**config.mk**
```make
export PLATFORM = sky130hd
export DESIGN_NAME = wbt_tracker
export DESIGN_NICKNAME = d
export VERILOG_FILES = /design/src/rtl/wbt_pkg.sv /design/src/rtl/wbt_decode.sv /design/src/rtl/wbt_ctrl.sv /design/src/rtl/wbt_tracker.sv
export SDC_FILE = /design/constraint.sdc
export NUM_CORES = 1
export LEC_CHECK = 0
export BUFFER_PORTS_ARGS = -buffer_cell sky130_fd_sc_hd__buf_2
export CAP_MARGIN = 20
export CORE_MARGIN = 2
export CORE_UTILIZATION = 35
export CTS_BUF_LIST = sky130_fd_sc_hd__clkbuf_4 sky130_fd_sc_hd__clkbuf_8 sky130_fd_sc_hd__clkbuf_16
export CTS_CLUSTER_SIZE = 10
export DETAILED_ROUTE_END_ITERATION = 8
export SYNTH_ARGS = -nofsm -noshare
export SYNTH_HDL_FRONTEND = slang
export SYNTH_SLANG_ARGS = --single-unit
```
**constraint.sdc**
```tcl
create_clock -name clk -period 2 [get_ports clk]
set_input_delay 0.4 -clock clk [delete_from_list [all_inputs] [get_ports clk]]
set_output_delay 0.4 -clock clk [all_outputs]
set_load 0.01 [all_outputs]
```
**src/rtl/wbt_pkg.sv**
```systemverilog
package wbt_pkg;
    localparam int CMD_W  = 5;
    localparam int SIZE_W = 2;
    localparam int B_KIND = 4;
    localparam int B_DIR  = 3;
    localparam int B_ATTR = 2;

    typedef enum logic [1:0] {
        ST_IDLE  = 2'd0,
        ST_BURST = 2'd1,
        ST_LAST  = 2'd2
    } wbt_state_e;

    typedef struct packed {
        logic              is_data;
        logic              dir_wr;
        logic              block;
        logic              more;
        logic [SIZE_W-1:0] size;
    } wbt_dec_t;

    typedef struct packed {
        wbt_state_e        state;
        logic              single;
        logic              txn_valid;
        logic              txn_write;
        logic              txn_block;
        logic [SIZE_W-1:0] txn_size;
        logic              wvalid;
        logic              wlast;
        logic              err_busy;
        logic              err_res;
    } wbt_regs_t;
endpackage

```
**src/rtl/wbt_decode.sv**
```systemverilog
module wbt_decode
    import wbt_pkg::*;
(
    input  logic [CMD_W-1:0] cmd,
    output wbt_dec_t         dec
);
    always_comb begin
        dec.is_data = cmd[B_KIND];
        // bit 3: direction in address cycles, active-low end marker in data cycles
        dec.dir_wr  = cmd[B_DIR] & ~cmd[B_KIND];
        dec.more    = cmd[B_DIR] &  cmd[B_KIND];
        dec.block   = cmd[B_ATTR];
        dec.size    = cmd[SIZE_W-1:0];
    end
endmodule

```
**src/rtl/wbt_ctrl.sv**
```systemverilog
module wbt_ctrl
    import wbt_pkg::*;
#(
    parameter logic [SIZE_W-1:0] BLOCK_SIZE = '1
) (
    input  logic      clk,
    input  logic      rst,
    input  logic      cmd_valid,
    input  wbt_dec_t  dec,
    input  logic      wbuf_full,
    output wbt_regs_t regs,
    output logic      wr_rdy_n
);
    localparam wbt_regs_t RST_VAL = '{state: ST_IDLE, txn_size: '0, default: 1'b0};

    wbt_regs_t r_d, r_q;
    logic      busy;

    always_comb begin
        busy = (r_q.state != ST_IDLE) || wbuf_full;
        r_d           = r_q;
        r_d.txn_valid = 1'b0;
        r_d.wvalid    = 1'b0;
        r_d.wlast     = 1'b0;
        if (r_q.state == ST_LAST) begin
            r_d.state = ST_IDLE;
        end
        if (cmd_valid) begin
            if (!dec.is_data) begin
                if (dec.dir_wr) begin
                    if (busy) begin
                        r_d.err_busy = 1'b1;
                    end else if (dec.block && dec.size != BLOCK_SIZE) begin
                        r_d.err_res = 1'b1;
                    end else begin
                        r_d.txn_valid = 1'b1;
                        r_d.txn_write = 1'b1;
                        r_d.txn_block = dec.block;
                        r_d.txn_size  = dec.size;
                        r_d.single    = ~dec.block;
                        r_d.state     = ST_BURST;
                    end
                end else if (r_q.state == ST_BURST) begin
                    r_d.err_res = 1'b1;
                end else begin
                    r_d.txn_valid = 1'b1;
                    r_d.txn_write = 1'b0;
                    r_d.txn_block = dec.block;
                    r_d.txn_size  = dec.size;
                end
            end else if (r_q.state == ST_BURST) begin
                r_d.wvalid = 1'b1;
                r_d.wlast  = r_q.single | ~dec.more;
                if (r_q.single || !dec.more) begin
                    r_d.state = ST_LAST;
                end
            end else begin
                r_d.err_res = 1'b1;
            end
        end
    end

    always_ff @(posedge clk) begin
        if (rst) begin
            r_q <= RST_VAL;
        end else begin
            r_q <= r_d;
        end
    end

    assign regs     = r_q;
    assign wr_rdy_n = busy;
endmodule

```
**src/rtl/wbt_tracker.sv**
```systemverilog
module wbt_tracker
    import wbt_pkg::*;
#(
    parameter logic [SIZE_W-1:0] BLOCK_SIZE = '1
) (
    input  logic              clk,
    input  logic              rst,
    input  logic              cmd_valid,
    input  logic [CMD_W-1:0]  cmd,
    input  logic              wbuf_full,
    output logic              txn_valid,
    output logic              txn_write,
    output logic              txn_block,
    output logic [SIZE_W-1:0] txn_size,
    output logic              wdata_valid,
    output logic              wdata_last,
    output logic              wr_rdy_n,
    output logic              err_busy,
    output logic              err_reserved
);
    wbt_dec_t  dec;
    wbt_regs_t regs;

    wbt_decode u_dec (
        .cmd (cmd),
        .dec (dec)
    );

    wbt_ctrl #(.BLOCK_SIZE(BLOCK_SIZE)) u_ctrl (
        .clk       (clk),
        .rst       (rst),
        .cmd_valid (cmd_valid),
        .dec       (dec),
        .wbuf_full (wbuf_full),
        .regs      (regs),
        .wr_rdy_n  (wr_rdy_n)
    );

    assign txn_valid    = regs.txn_valid;
    assign txn_write    = regs.txn_write;
    assign txn_block    = regs.txn_block;
    assign txn_size     = regs.txn_size;
    assign wdata_valid  = regs.wvalid;
    assign wdata_last   = regs.wlast;
    assign err_busy     = regs.err_busy;
    assign err_reserved = regs.err_res;
endmodule

```
==> results_dict.tcl <==
set metrics [dict create \
    yosysWarnings 0 \
    clock.fmax_ghz 0.651 \
    io_pins 19 \
    crit_arrival_ns 1.14 \
    grt.overflow.total 0 \
    synth_area_um2 541 \
    cp-endpoint "wr_rdy_n" \
    yosysUniqueCellTypes 27 \
    core_area_um2 1470 \
    cts_hold_buffers 0 \
    nNetsFinal 88 \
    finalMaxSlewViolations 0 \
    path_class "flip-flop to primary output" \
    rsz0062_at_grt "false" \
    hold_ws_ns 0.366 \
    gp_congestion 0.803 \
    firstDrtPassIters 4 \
    cts_num_sinks 12 \
    start_util 0.367 \
    synth_compound_area_frac 0.248 \
    avgSynthCellArea_um2 9.16 \
    die_h_um 43.3 \
    final_cell_mix "buf_2, dfxtp_1, nor2_1" \
    drt_iter0_drc 11 \
    layout_commonest_cell "buf_2" \
    dp_hpwl_um 827 \
    worstPathMaxFanout 7 \
    synthXorXnorAreaFrac 0 \
    yosys.area_share.simple 0.243 \
    die_w_um 43.3 \
    wl_per_cell_um 11.5 \
    root_buffer "clkbuf_4" \
    synth_mux_area_frac 0 \
    antenna_cells 0 \
    synth_top_area_frac 0.444 \
    startpoint "u_ctrl.regs[11]" \
    post-cts-setup-buffers 0 \
    status "complete, no violations" \
    min_period_ns 1.54 \
    syn-num-nets 68 \
    relSlewSlack 0.770 \
    hp-class "input port to flip-flop" \
    rrSetupSlack_ns 0.70 \
    synthCells 59 \
    setup_violations 0 \
    antenna_left 0 \
    dieArea_um2 1870 \
    cellPowerDensity_nw_per_um2 753 \
    synth_top_family_by_area "compound AO/OA/AOI/OAI gates" \
    clkPwrFrac 0.383 \
    grt_pass1_vias 400 \
    synth_top_cells_by_area "dfxtp_1, nor2_1, o31ai_1" \
    yosys.area.top_type "dfxtp_1" \
    holdPathStages 2 \
    rows 14 \
    hold_viol 0 \
    drc_errors 0 \
    switching_share 0.240 \
    critPathLaunchType "flip-flop" \
    fin_skew_ns 0.00339 \
    cts.clk_slew.worst_paths_ns 0.07 \
    grt_max_degree 11 \
    final_core_util 0.453 \
    fillCellCount 165 \
    numCtsBuffers 3 \
    place_ws_ns 0.562 \
    min_period_over_period 0.768 \
    vias_per_cell 5.13 \
    drive_gt1_frac 0.346 \
    cts_buffer_depth 2 \
    p_int_w 0.000382 \
    finalSetupTns_ns 0 \
    largest_reg_flops 12 \
    irDropWorstVdd_uv 350 \
    io_buffers 18 \
    cts_tree "done" \
    crit_required_ns 1.60 \
    clock_latency_ns 0.28 \
    p_sw_w 0.000120 \
    syn2layout_area_growth_pct 23.4 \
    grt_pass1_wl_um 1710 \
    track_usage 0.126 \
    dpl.cell_count 90 \
    worst_pin_slew_ns 0.343 \
    routed_wl_um 1090 \
    cts.repair.resized 0 \
    setup.worst_path.end_class "primary output" \
    ff2ff_path_depth 4 \
    p_leak_nw 0.318 \
    r2r_start "u_ctrl.regs[11]" \
    timing.rr.end "u_ctrl.regs[9]" \
    ys_ff_latch 12 \
    maxCapViolCount 0 \
    stdcell_count 94 \
    grt_antenna_before_repair 0 \
    h-tree-depth 1 \
    comb_power_share 0.121 \
    ys_seq_area_frac 0.444 \
    synth_fa_ha_area_frac 0 \
    timing.final.ws_setup_ns 0.464 \
    p_seq_frac 0.497 \
    vias 482 \
]
## layer usage
metal  global-route usage  up-vias  share of wire
met5                    0        -              0
met2                0.182       12           0.46
li1                     -      249              -
met4               0.0364        0         0.0046
met3               0.0766        2          0.067
met1                0.156      219           0.47
## synth_stat cells, drive strengths merged
| cell type | number |
|---|---|
| a311o | 1 |
| inv | 4 |
| nand2b | 1 |
| nor3 | 1 |
| dfxtp | 12 |
| o32ai | 2 |
| nand4b | 1 |
| and2 | 1 |
| nand3 | 2 |
| o211a | 1 |
| buf | 3 |
| and2b | 1 |
| nor2 | 6 |
| a31oi | 2 |
| a21boi | 2 |
| or2 | 1 |
| nand2 | 5 |
| a41o | 1 |
| nor3b | 2 |
| a21oi | 4 |
| nor2b | 2 |
| o31ai | 4 |
## layout make-up
class                           count  area (um2)  area share
Clock buffer                        4        36.3      0.0544
Inverter                            4        15.0      0.0225
Multi-Input combinational cell     40         265       0.398
Sequential cell                    12         240       0.360
Tap cell                           16        20.0      0.0300
Timing Repair Buffer               18        90.1       0.135
## cell families after synthesis
group | count (synthesis)
buffers and inverters | 7
flip-flops | 12
AND/OR/NAND/NOR | 23
AO/OA/AOI/OAI | 17
## how the worst min path moves through the flow
| stage | startpoint | to |
|---|---|---|
| after floorplan | u_ctrl.regs[9] | u_ctrl.regs[9] |
| after global placement | u_ctrl.regs[9] | u_ctrl.regs[9] |
| after detailed placement | u_ctrl.regs[9] | u_ctrl.regs[9] |
| after CTS | cmd[4] | u_ctrl.regs[2] |
| after global routing | cmd[4] | u_ctrl.regs[2] |
| final | cmd[4] | u_ctrl.regs[2] |
## stage by stage
step                total power, W  instance area, um2
floorplan                 0.000292                 541
global placement          0.000316                 631
detailed placement        0.000316                 631
CTS                       0.000507                 667
global route              0.000530                 667
finish                    0.000502                 667
## power by group through the flow
stage	Clock [W]	Combinational (W)	Sequential, W
floorplan	0	0.0000347	0.000257
global placement	0	0.0000608	0.000255
detailed placement	0	0.0000606	0.000255
CTS	0.000197	0.0000609	0.000249
global route	0.000212	0.0000672	0.000250
finish	0.000192	0.0000606	0.000249
## critical path: stages (launching register included)
cell	delay, ns
dfxtp_1	0.39
nor3_2	0.25
inv_1	0.08
buf_2	0.14
(Power assumes the default switching activity.)
